File: config.mk
export PLATFORM = sky130hd
export DESIGN_NAME = pal_array
export DESIGN_NICKNAME = d
export VERILOG_FILES = /design/src/rtl/pal_pkg.sv /design/src/rtl/pal_product_term.sv /design/src/rtl/pal_pair_sums.sv /design/src/rtl/pal_out_cell.sv /design/src/rtl/pal_array.sv
export SDC_FILE = /design/constraint.sdc
export NUM_CORES = 1
export LEC_CHECK = 0
export ABC_AREA = 1
export BUFFER_PORTS_ARGS = -buffer_cell sky130_fd_sc_hd__buf_2
export CAP_MARGIN = 10
export CORE_AREA = 2 2 364 366
export DETAILED_ROUTE_END_ITERATION = 12
export DIE_AREA = 0 0 366 368
export PLACE_DENSITY = 0.32
export SLEW_MARGIN = 0
export SYNTH_ARGS = -nofsm -noshare
export SYNTH_HDL_FRONTEND = slang
export SYNTH_SLANG_ARGS = --single-unit
File: constraint.sdc
create_clock -name vclk -period 2.4
set_input_delay 0.36 -clock vclk [all_inputs]
set_output_delay 0.36 -clock vclk [all_outputs]
set_load 0.05 [all_outputs]
File: src/rtl/pal_pkg.sv
package pal_pkg;

    typedef enum logic [2:0] {
        ST_HIGH  = 3'd0,
        ST_LOW   = 3'd1,
        ST_COMP  = 3'd2,
        ST_POL   = 3'd3,
        ST_XOR   = 3'd4,
        ST_SHARE = 3'd5,
        ST_RSV6  = 3'd6,
        ST_RSV7  = 3'd7
    } style_e;

    typedef struct packed {
        logic pin;
        logic comp;
    } cell_out_t;

    localparam int STYLE_BITS = 3;

endpackage

File: src/rtl/pal_product_term.sv
module pal_product_term #(
    parameter int N_SIG = 12,
    localparam int FPT = 2 * N_SIG
) (
    input  logic [FPT-1:0]   fuse_i,
    input  logic [N_SIG-1:0] sig_i,
    output logic             term_o
);

    logic any_conn;
    logic all_true;
    logic clash;

    always_comb begin
        any_conn = 1'b0;
        all_true = 1'b1;
        clash    = 1'b0;
        for (int j = 0; j < N_SIG; j++) begin
            if (fuse_i[2*j]) begin
                any_conn = 1'b1;
                if (!sig_i[j]) all_true = 1'b0;
            end
            if (fuse_i[2*j+1]) begin
                any_conn = 1'b1;
                if (sig_i[j]) all_true = 1'b0;
            end
            if (fuse_i[2*j] && fuse_i[2*j+1]) clash = 1'b1;
        end
        term_o = any_conn & all_true;

        if (fuse_i == '0) begin
            assert_blank_term_zero_R2: assert (term_o == 1'b0);
        end
        if (clash) begin
            assert_clash_term_zero_R1: assert (term_o == 1'b0);
        end
    end

endmodule

File: src/rtl/pal_pair_sums.sv
module pal_pair_sums #(
    parameter int N_PT = 8,
    localparam int HALF = N_PT / 2,
    localparam int POOL = 2 * N_PT
) (
    input  logic [N_PT-1:0] terms_lo_i,
    input  logic [N_PT-1:0] terms_hi_i,
    input  logic [POOL-1:0] sel_i,
    input  logic            share_lo_i,
    input  logic            share_hi_i,
    output logic            sum_lo_o,
    output logic            sum_hi_o,
    output logic            half_a_lo_o,
    output logic            half_b_lo_o,
    output logic            half_a_hi_o,
    output logic            half_b_hi_o
);

    logic [POOL-1:0] pool;
    logic            own_lo;
    logic            own_hi;
    logic            shr_lo;
    logic            shr_hi;

    always_comb begin
        pool   = {terms_hi_i, terms_lo_i};
        own_lo = |terms_lo_i;
        own_hi = |terms_hi_i;
        shr_lo = |(pool & ~sel_i);
        shr_hi = |(pool & sel_i);

        sum_lo_o    = share_lo_i ? shr_lo : own_lo;
        sum_hi_o    = share_hi_i ? shr_hi : own_hi;
        half_a_lo_o = |terms_lo_i[HALF-1:0];
        half_b_lo_o = |terms_lo_i[N_PT-1:HALF];
        half_a_hi_o = |terms_hi_i[HALF-1:0];
        half_b_hi_o = |terms_hi_i[N_PT-1:HALF];

        if (share_lo_i && share_hi_i) begin
            assert_pool_covered_R8: assert ((sum_lo_o | sum_hi_o) == (|pool));
        end
        if (share_lo_i && (sel_i == '1)) begin
            assert_lo_gave_all_R8: assert (sum_lo_o == 1'b0);
        end
        if (share_hi_i && (sel_i == '0)) begin
            assert_hi_gave_all_R8: assert (sum_hi_o == 1'b0);
        end
    end

endmodule

File: src/rtl/pal_out_cell.sv
module pal_out_cell
    import pal_pkg::*;
(
    input  logic [STYLE_BITS-1:0] style_i,
    input  logic                  pol_i,
    input  logic                  sum_i,
    input  logic                  half_a_i,
    input  logic                  half_b_i,
    input  logic                  en_i,
    output logic                  pin_o,
    output logic                  oe_o,
    output logic                  comp_o
);

    style_e    st;
    cell_out_t res;

    always_comb begin
        st       = style_e'(style_i);
        res.pin  = sum_i;
        res.comp = 1'b0;
        case (st)
            ST_LOW:  res.pin = ~sum_i;
            ST_COMP: begin
                res.pin  = sum_i;
                res.comp = ~sum_i;
            end
            ST_POL:  res.pin = sum_i ^ pol_i;
            ST_XOR:  res.pin = half_a_i ^ half_b_i;
            default: res.pin = sum_i;
        endcase
        pin_o  = res.pin;
        comp_o = res.comp;
        oe_o   = en_i;

        if (st == ST_COMP) begin
            assert_comp_inverse_R5: assert (comp_o != pin_o);
        end else begin
            assert_comp_idle_R5: assert (comp_o == 1'b0);
        end
        if (st == ST_LOW) begin
            assert_low_inverts_R4: assert (pin_o != sum_i);
        end
        if (st == ST_XOR && half_a_i == half_b_i) begin
            assert_xor_equal_zero_R7: assert (pin_o == 1'b0);
        end
        if (st == ST_POL && pol_i) begin
            assert_pol_flips_R6: assert (pin_o != sum_i);
        end
    end

endmodule

File: src/rtl/pal_array.sv
module pal_array
    import pal_pkg::*;
#(
    parameter int N_IN  = 8,
    parameter int N_OUT = 4,
    parameter int N_PT  = 8,
    localparam int N_SIG    = N_IN + N_OUT,
    localparam int FPT      = 2 * N_SIG,
    localparam int TPO      = N_PT + 1,
    localparam int STY_BASE = N_OUT * TPO * FPT,
    localparam int POL_BASE = STY_BASE + STYLE_BITS * N_OUT,
    localparam int SEL_BASE = POL_BASE + N_OUT,
    localparam int N_PAIR   = N_OUT / 2,
    localparam int FUSE_W   = SEL_BASE + N_PAIR * 2 * N_PT
) (
    input  logic [N_IN-1:0]   in_i,
    input  logic [N_OUT-1:0]  pad_i,
    input  logic [FUSE_W-1:0] fuse_i,
    output logic [N_OUT-1:0]  pin_o,
    output logic [N_OUT-1:0]  pin_oe_o,
    output logic [N_OUT-1:0]  comp_o
);

    logic [N_SIG-1:0]                  sig;
    logic [N_OUT-1:0][N_PT:0]          terms;
    logic [N_OUT-1:0][STYLE_BITS-1:0]  sty;
    logic [N_OUT-1:0]                  sum;
    logic [N_OUT-1:0]                  half_a;
    logic [N_OUT-1:0]                  half_b;

    assign sig = {pad_i, in_i};

    for (genvar k = 0; k < N_OUT; k++) begin : g_cell
        for (genvar t = 0; t <= N_PT; t++) begin : g_term
            localparam int OFS = (k * TPO + t) * FPT;
            pal_product_term #(.N_SIG(N_SIG)) u_term (
                .fuse_i (fuse_i[OFS +: FPT]),
                .sig_i  (sig),
                .term_o (terms[k][t])
            );
        end

        assign sty[k] = fuse_i[STY_BASE + STYLE_BITS*k +: STYLE_BITS];

        pal_out_cell u_cell (
            .style_i  (sty[k]),
            .pol_i    (fuse_i[POL_BASE + k]),
            .sum_i    (sum[k]),
            .half_a_i (half_a[k]),
            .half_b_i (half_b[k]),
            .en_i     (terms[k][N_PT]),
            .pin_o    (pin_o[k]),
            .oe_o     (pin_oe_o[k]),
            .comp_o   (comp_o[k])
        );
    end

    for (genvar p = 0; p < N_PAIR; p++) begin : g_pair
        pal_pair_sums #(.N_PT(N_PT)) u_pair (
            .terms_lo_i  (terms[2*p][N_PT-1:0]),
            .terms_hi_i  (terms[2*p+1][N_PT-1:0]),
            .sel_i       (fuse_i[SEL_BASE + p*2*N_PT +: 2*N_PT]),
            .share_lo_i  (sty[2*p]   == ST_SHARE),
            .share_hi_i  (sty[2*p+1] == ST_SHARE),
            .sum_lo_o    (sum[2*p]),
            .sum_hi_o    (sum[2*p+1]),
            .half_a_lo_o (half_a[2*p]),
            .half_b_lo_o (half_b[2*p]),
            .half_a_hi_o (half_a[2*p+1]),
            .half_b_hi_o (half_b[2*p+1])
        );
    end

endmodule

==> results.sh, run 1 <==
export IMPL_cap_violations=0
export IMPL_final_nets=5057
export IMPL_crit_required_ns=2.04
export IMPL_powerDensity_nw_per_um2=173
export IMPL_flops_and_latches=0
export IMPL_grt_pass1_wl_mm=194
export IMPL_synthTopCellsByArea="nand2_1, nor2_1, nand3_1"
export IMPL_min_to="comp_o[1]"
export IMPL_die_height_um=368
export IMPL_hold_start="fuse_i[867]"
export IMPL_p_leak_nw=13.1
export IMPL_hold_viol_final=0
export IMPL_io_pins=936
export IMPL_vias_per_cell=3.99
export IMPL_synthTopCellsByCount="nand2_1, nor2_1, inv_1, nand3_1, o21ai_0"
export IMPL_tightestPinTransition_ns=0.552
export IMPL_synth_nets=3605
export IMPL_drtAntennaViolNets=0
export IMPL_portBuffers=936
export IMPL_gp_congestion=0.950
export IMPL_grt_use_total=0.207
export IMPL_dp_final_hpwl_mm=132
export IMPL_met3_usage=0.0225
export IMPL_fin_setup_tns_ns=-4.11
export IMPL_synth_top_cell_area_share=0.311
export IMPL_timing_fmax_mhz=335
export IMPL_initial_core_util=0.0898
export IMPL_grt_pass1_vias=23600
export IMPL_dieArea_um2=135000
export IMPL_ir_drop_uv=69.7
export IMPL_grt_remaining_overflow=0
export IMPL_slew_viol_final=0
export IMPL_syn_area_per_cell_um2=4.39
export IMPL_drtIter0Drc=1507
export IMPL_top_usage_layer="met2"
export IMPL_syn_cell_area_um2=11700
export IMPL_first_pass_iters=6
export IMPL_antenna_found_initial=65
export IMPL_netlist_instances=2677
export IMPL_met1_usage=0.261
export IMPL_post_place_ws_ns=-1.45
export IMPL_via_count=23500
export IMPL_status="complete, but fails checks"
export IMPL_use_met2=0.382
export IMPL_wl_per_cell_um=24.9
export IMPL_worstPathMaxFanout=6
export IMPL_finalCritPeriodShare=1.24
export IMPL_die_x_um=366
export IMPL_seq_area_um2=0
export IMPL_drt_wl_total_mm=147
export IMPL_violations="negative setup slack"
export IMPL_holdBufCountCts=0
export IMPL_yosysSeqAreaShare=0
export IMPL_nClkBuffers=0
export IMPL_end_kind="output pin"
export IMPL_fill_cells=15600
export IMPL_grt_max_degree=18
export IMPL_yosysTopAreaCell="nand2_1"
export IMPL_crit_arrival_ns=2.62
export IMPL_whs_path_depth=3
export IMPL_setup_viol=11
export IMPL_yosys_warnings=0
export IMPL_final_min_clock_period_ns=2.98
export IMPL_slew_headroom=0.632
export IMPL_synth_distinct_cells=44
export IMPL_critPathLaunchType="input pin"
export IMPL_drive_above_1_share=0.435
export IMPL_drcViolationCount=0
export IMPL_core_area_um2=131000
export IMPL_timing_worst_setup_path_type="input pin to output pin"
export IMPL_synth_most_common_cell="nand2_1"
export IMPL_multi_input_area_um2=11300
export IMPL_fp_row_count=133
export IMPL_finalWorstSetupSlack_ns=-0.582
export IMPL_area_growth_pct=115
export IMPL_rsz0062_at_grt="true"
export IMPL_worstHoldPathType="input pin to output pin"
where the power goes:
part           switching (mW)  leakage (nW)  internal (mW)
clock network               0     0.0000824    0.000000727
registers                   0             0              0
logic                    2.38          13.1           1.98
stage by stage:
stage / utilization / cells / area (µm²) / total power, mW / hold WS (ns)
floorplan: - / 2677 / 11700 / 1.26 / 0.916
detailed placement: 0.172 / 5803 / 22500 / 3.90 / 1.08
finish: 0.193 / 5895 / 25200 / 4.36 / 1.03
global placement: 0.172 / 5803 / 22500 / 3.93 / 1.08
CTS: 0.187 / 5870 / 24500 / 4.28 / 1.03
global route: 0.193 / 5892 / 25200 / 4.70 / 1.05
metal layers:
metal	wire length, µm	share of wire
met3	6460	0.044
met5	138	0.00094
met2	73800	0.50
met4	2910	0.020
met1	63600	0.43
cell families (layout without fill, tap and decap cells):
| kind of cell | after synthesis | count (layout) | share of synthesized area |
|---|---|---|---|
| and+or+nand+nor | 2088 | 2088 | 0.729 |
| AOI/OAI and AO/OA | 264 | 264 | 0.132 |
| buffers and inverters | 314 | 1764 | 0.129 |
| other | 0 | 13 | 0 |
| adders and majority gates | 4 | 4 | 0.00426 |
| muxes | 7 | 7 | 0.00597 |
worst max-delay path: stages:
cell,delay (ns)
buf_12,0.12
buf_12,0.12
buf_6,0.13
nand2_1,0.06
o21ai_1,0.09
nand2_1,0.08
nor2_1,0.04
buf_4,0.13
and3_4,0.19
a311oi_4,0.47
ha_2,0.32
nand2_4,0.07
nand2_4,0.09
nand2_4,0.06
nor2_4,0.12
buf_12,0.15
worst max path at each step:
stage | from | end | depth (start not counted)
after detailed placement | in_i[4] | comp_o[2] | 16
after global routing | pad_i[2] | comp_o[2] | 17
after CTS | pad_i[2] | pin_o[1] | 17
after floorplan | in_i[6] | comp_o[3] | 16
final | pad_i[0] | comp_o[2] | 16
after global placement | in_i[4] | comp_o[2] | 16
cell usage in the layout (no fill, tap or decap), types with 13 or more instances in the layout:
cell type	instances
o21ai_1	49
nand2_4	15
nor2_1	678
buf_6	45
buf_4	496
o21ai_0	111
nor2_2	41
nand3_1	166
inv_1	198
buf_12	76
nor3_1	16
buf_2	912
nor4_1	22
nand4_1	93
nand3_2	19
nand2_1	913
nand2_2	44
diode_2	13
buf_8	15
o21ai_2	15
or2_2	15
layout make-up:
class	count	area share
antenna	13	0.00129
timing repair buffer	1554	0.429
tap	1755	0.0871
multi-input combinational	2363	0.448
inverter	210	0.0345
repair_timing:
item	CTS	global route
endpoints found under the setup margin	12	12
gates resized for setup	344	163
buffers inserted	72	16
pin swaps	87	94
cloned	1	1
Power figures use the tool's default switching activity.
==> run 2: changes to the inputs <==
--- a/config.mk
+++ b/config.mk
@@ -8,10 +8,12 @@
 export ABC_AREA = 1
 export BUFFER_PORTS_ARGS = -buffer_cell sky130_fd_sc_hd__buf_2
 export CAP_MARGIN = 10
-export CORE_AREA = 2 2 364 366
+export CELL_PAD_IN_SITES_DETAIL_PLACEMENT = 0
+export CELL_PAD_IN_SITES_GLOBAL_PLACEMENT = 1
+export CORE_AREA = 2 2 366 368
 export DETAILED_ROUTE_END_ITERATION = 12
-export DIE_AREA = 0 0 366 368
-export PLACE_DENSITY = 0.32
+export DIE_AREA = 0 0 368 370
+export PLACE_DENSITY = 0.44
 export SLEW_MARGIN = 0
 export SYNTH_ARGS = -nofsm -noshare
 export SYNTH_HDL_FRONTEND = slang
==> run 2 against run 1 <==
  * The flow still finishes with violations (negative setup slack)
  * Sequential share of layout area stayed put
  * Cell area fell by 0.49%
  * Via count grew 0.85%
  * Clock-buffer cell count unchanged
  * Flip-flop and latch count stayed put
  * Critical path depth is 1 higher
  * Critical endpoint is now pin_o[1]
==> results.sh, run 2 (same netlist as run 1, synthesis figures left out) <==
export IMPL_antenna_found_initial=85
export IMPL_final_min_clock_period_ns=2.89
export IMPL_ir_drop_uv=55.1
export IMPL_crit_required_ns=2.04
export IMPL_portBuffers=936
export IMPL_status="complete, but fails checks"
export IMPL_powerDensity_nw_per_um2=173
export IMPL_clkPwrFrac=0
export IMPL_worstPathMaxFanout=5
export IMPL_crit_arrival_ns=2.53
export IMPL_drtIter0Drc=1522
export IMPL_layout_common_cells="buf_2, nand2_1, nor2_1"
export IMPL_grt_max_degree=27
export IMPL_core_area_um2=132000
export IMPL_wl_per_cell_um=25.1
export IMPL_vias_per_cell=4.02
export IMPL_seq_power_share=0
export IMPL_drcViolationCount=0
export IMPL_top_usage_layer="met2"
export IMPL_flops_and_latches=0
export IMPL_min_to="comp_o[3]"
export IMPL_final_common_cell="buf_2"
export IMPL_switching_share=0.555
export IMPL_setup_viol=11
export IMPL_tightestPinTransition_ns=0.451
export IMPL_gp_congestion=0.957
export IMPL_whs_path_depth=3
export IMPL_finalWorstSetupSlack_ns=-0.491
export IMPL_end_kind="output pin"
export IMPL_first_pass_iters=5
export IMPL_die_height_um=370
export IMPL_initial_core_util=0.0886
export IMPL_finalCritPeriodShare=1.20
export IMPL_p_leak_nw=12.9
export IMPL_met1_usage=0.252
export IMPL_grt_use_total=0.206
export IMPL_timing_worst_setup_path_type="input pin to output pin"
export IMPL_die_x_um=368
export IMPL_fill_cells=15900
export IMPL_p_switching_mw=2.40
export IMPL_timing_fmax_mhz=346
export IMPL_grt_remaining_overflow=0
export IMPL_combPwrFrac=1.000
export IMPL_use_met2=0.384
export IMPL_slew_viol_final=0
export IMPL_seq_area_um2=0
export IMPL_violations="negative setup slack"
export IMPL_drtAntennaViolNets=0
export IMPL_area_growth_pct=114
export IMPL_final_nets=5020
export IMPL_dp_final_hpwl_mm=131
export IMPL_met3_usage=0.0279
export IMPL_worstHoldPathType="input pin to output pin"
export IMPL_rsz0062_at_grt="true"
export IMPL_grt_pass1_vias=23700
export IMPL_drt_wl_total_mm=148
export IMPL_fin_setup_tns_ns=-3.72
export IMPL_drive_above_1_share=0.441
export IMPL_fp_row_count=134
export IMPL_hold_viol_final=0
export IMPL_via_count=23700
export IMPL_nClkBuffers=0
export IMPL_slew_headroom=0.691
export IMPL_hold_start="fuse_i[873]"
export IMPL_cap_violations=0
export IMPL_io_pins=936
export IMPL_intPower_mw=1.93
export IMPL_p_total_mw=4.34
export IMPL_dieArea_um2=136000
export IMPL_critPathLaunchType="input pin"
export IMPL_grt_pass1_wl_mm=195
[run 2: changes by cell type in the layout (fill, tap and decap cells not counted), moves of 6 or more]
cell / change
buf_4: -34
diode_2: +23
nand2_1: -15
nand2_2: +11
nand3_1: -7
nand3_2: +6
nor2_1: -11
nor2_4: +6
o21ai_0: -14
o21ai_2: +14
[run 2: worst max-delay path by stage]
stage,startpoint,to,slack [ns],depth (start not counted)
2_1_floorplan,in_i[6],comp_o[3],0.05,16
3_3_place_gp,pad_i[2],pin_o[1],-1.17,17
3_5_place_dp,pad_i[2],pin_o[1],-1.11,15
4_1_cts,pad_i[1],comp_o[2],-0.60,17
5_1_grt,in_i[5],comp_o[2],-0.57,19
6_report,in_i[4],pin_o[1],-0.49,17
[run 2: routing by layer]
metal / vias up / routed length [µm]
li1: 11500 / -
met1: 11000 / 61200
met2: 992 / 75000
met3: 197 / 8040
met4: 34 / 3430
met5: - / 222
[run 2: stage by stage]
stage,std cells,setup slack [ns],area (µm²),hold slack [ns],utilization
detailed placement,5788,-1.11,22500,1.08,0.170
CTS,5856,-0.605,24200,1.02,0.183
global placement,5788,-1.17,22500,1.08,0.170
global route,5880,-0.570,25000,1.04,0.189
floorplan,2677,0.0523,11700,0.916,-
finish,5894,-0.491,25100,1.03,0.189
[run 2: final cells by class]
cell class                 instances  area [µm²]  share of cell area
timing repair buffer            1517       10500               0.417
tap                             1768        2210              0.0882
antenna                           36        90.1             0.00359
inverter                         210         867              0.0346
multi-input combinational       2363       11400               0.456
[run 2: critical path: stages]
cell and delay, ns:
buf_12 0.12, buf_16 0.15, buf_4 0.17, nand2_1 0.07
nand2_2 0.06, nor2_1 0.11, nand4_1 0.10, nor4_2 0.16
nand3b_1 0.33, nand2_4 0.21, nor2_4 0.06, ha_4 0.15
nand2_2 0.07, nand2_2 0.06, nand2_2 0.07, nand3_2 0.08
buf_8 0.16
[run 2: power groups by stage]
stage	Clock (mW)	Sequential (mW)	Combinational, mW
after CTS	0	0	4.23
after floorplan	0	0	1.26
after global placement	0	0	3.89
after global routing	0.00000106	0	4.67
after detailed placement	0	0	3.87
final	0.00000185	0	4.34
[run 2: what timing repair did]
action,4_1_cts,5_1_grt
hold buffers,0,0
gates cloned,5,0
endpoints found under the setup margin,12,12
setup buffers,71,8
pin swaps,85,135
gates resized for setup,284,239
==> run 3: changes to the inputs <==
--- a/config.mk
+++ b/config.mk
@@ -13,7 +13,7 @@
 export CORE_AREA = 2 2 366 368
 export DETAILED_ROUTE_END_ITERATION = 12
 export DIE_AREA = 0 0 368 370
-export PLACE_DENSITY = 0.44
+export PLACE_DENSITY = 0.42
 export SLEW_MARGIN = 0
 export SYNTH_ARGS = -nofsm -noshare
 export SYNTH_HDL_FRONTEND = slang
==> run 3 against run 2 <==
  * The run still ends with negative setup slack left
  * First-iteration DRC count grew 6.6%
  * Maximum frequency shrank 1.8%
  * Wire length shrank 0.34%
  * Utilization shrank 0.14 points
  * Worst hold slack gained 0.0077 ns
  * Total power shrank 1.1%
  * Worst setup slack lost 0.054 ns
  * Via count shrank 0.35%
  * Clock-buffer cell count is the same
  * Critical path depth grew 1
  * Flip-flop and latch count is the same
  * Largest power group unchanged
==> results.sh, run 3 (same netlist as run 1, synthesis figures left out) <==
export IMPL_drive_above_1_share=0.427
export IMPL_grt_use_total=0.204
export IMPL_switching_share=0.553
export IMPL_drtAntennaViolNets=0
export IMPL_flops_and_latches=0
export IMPL_p_switching_mw=2.37
export IMPL_p_total_mw=4.29
export IMPL_combPwrFrac=1.000
export IMPL_crit_arrival_ns=2.59
export IMPL_clkPwrFrac=0
export IMPL_fill_cells=15800
export IMPL_setup_viol=11
export IMPL_die_height_um=370
export IMPL_dp_final_hpwl_mm=131
export IMPL_min_to="comp_o[1]"
export IMPL_powerDensity_nw_per_um2=172
export IMPL_use_met2=0.379
export IMPL_seq_area_um2=0
export IMPL_met1_usage=0.249
export IMPL_fin_setup_tns_ns=-4.24
export IMPL_critPathLaunchType="input pin"
export IMPL_final_common_cell="nand2_1"
export IMPL_grt_max_degree=22
export IMPL_vias_per_cell=4.01
export IMPL_hold_viol_final=0
export IMPL_timing_fmax_mhz=340
export IMPL_layout_common_cells="nand2_1, buf_2, nor2_1"
export IMPL_initial_core_util=0.0886
export IMPL_met3_usage=0.0314
export IMPL_first_pass_iters=5
export IMPL_ir_drop_uv=57.2
export IMPL_cap_violations=0
export IMPL_end_kind="output pin"
export IMPL_status="complete, but fails checks"
export IMPL_grt_pass1_wl_mm=193
export IMPL_drtIter0Drc=1622
export IMPL_crit_required_ns=2.04
export IMPL_grt_pass1_vias=23900
export IMPL_nClkBuffers=0
export IMPL_hold_start="fuse_i[867]"
export IMPL_seq_power_share=0
export IMPL_slew_viol_final=0
export IMPL_finalWorstSetupSlack_ns=-0.545
export IMPL_top_usage_layer="met2"
export IMPL_final_min_clock_period_ns=2.95
export IMPL_io_pins=936
export IMPL_intPower_mw=1.92
export IMPL_via_count=23600
export IMPL_finalCritPeriodShare=1.23
export IMPL_antenna_found_initial=78
export IMPL_p_leak_nw=12.9
export IMPL_final_nets=5030
export IMPL_drcViolationCount=0
export IMPL_critPathLaunch="in_i[4]"
export IMPL_core_area_um2=132000
export IMPL_rsz0062_at_grt="true"
export IMPL_die_x_um=368
export IMPL_slew_headroom=0.686
export IMPL_portBuffers=936
export IMPL_final_util=0.188
export IMPL_gp_congestion=0.916
export IMPL_wl_per_cell_um=25.0
export IMPL_fp_row_count=134
export IMPL_drt_wl_total_mm=147
export IMPL_timing_worst_setup_path_type="input pin to output pin"
export IMPL_area_growth_pct=112
export IMPL_worstPathMaxFanout=6
export IMPL_violations="negative setup slack"
export IMPL_tightestPinTransition_ns=0.467
export IMPL_dieArea_um2=136000
export IMPL_whs_path_depth=3
export IMPL_grt_remaining_overflow=0
export IMPL_worstHoldPathType="input pin to output pin"
==> run 3: layout make-up <==
type	count	area [µm²]	share of cell area
multi-input cells	2363	11200	0.450
inverters	210	858	0.0345
diodes	20	50.0	0.00201
well taps	1768	2210	0.0889
repair buffers	1527	10600	0.424
==> run 3: worst max path at each step <==
| stage | endpoint | slack, ns | cells past startpoint |
|---|---|---|---|
| final | pin_o[1] | -0.55 | 18 |
| after global routing | comp_o[3] | -0.63 | 18 |
| after CTS | pin_o[1] | -0.64 | 17 |
| after detailed placement | pin_o[1] | -1.24 | 17 |
| after global placement | pin_o[1] | -1.38 | 16 |
| after floorplan | comp_o[3] | 0.05 | 16 |
==> run 3: through the flow <==
step / cell area, µm² / setup slack, ns / std cells / hold WS, ns
after floorplan: 11700 / 0.0523 / 2677 / 0.916
after global placement: 22700 / -1.38 / 5818 / 1.10
after detailed placement: 22700 / -1.24 / 5818 / 1.09
after CTS: 23900 / -0.636 / 5848 / 1.04
after global routing: 24900 / -0.626 / 5879 / 1.05
final: 24900 / -0.545 / 5888 / 1.04
==> run 3: power groups by stage <==
stage / clock network, mW / logic, mW / registers, mW
2_1_floorplan: 0 / 1.26 / 0
3_3_place_gp: 0 / 3.94 / 0
3_5_place_dp: 0 / 3.91 / 0
4_1_cts: 0 / 4.14 / 0
5_1_grt: 0.000000607 / 4.62 / 0
6_report: 0.00000105 / 4.29 / 0
==> run 3: repair_timing <==
| action | CTS | global route |
|---|---|---|
| pin swaps | 55 | 94 |
| gates cloned | 3 | 3 |
| setup endpoints to repair | 12 | 12 |
| hold buffers | 0 | 0 |
| gates resized for setup | 217 | 203 |
| buffers inserted | 32 | 24 |
==> run 3: routing by layer <==
layer | part of all wire | up-vias | wire, µm
met3 | 0.056 | 189 | 8230
met1 | 0.42 | 11000 | 61900
met4 | 0.019 | 42 | 2750
met2 | 0.50 | 954 | 74200
met5 | 0.0019 | - | 285
li1 | - | 11500 | -
==> run 3: worst max-delay path, cell delays in order <==
cell       delay [ns]
buf_16           0.13
inv_8            0.06
buf_16           0.15
buf_12           0.15
buf_12           0.11
o22ai_1          0.08
a221oi_1         0.25
o2111ai_1        0.16
nor2_1           0.14
nand3_2          0.15
nand2_2          0.12
nor2_2           0.05
ha_4             0.15
nand2_2          0.07
nand2_2          0.08
nand2_2          0.08
nand3_4          0.10
buf_8            0.16
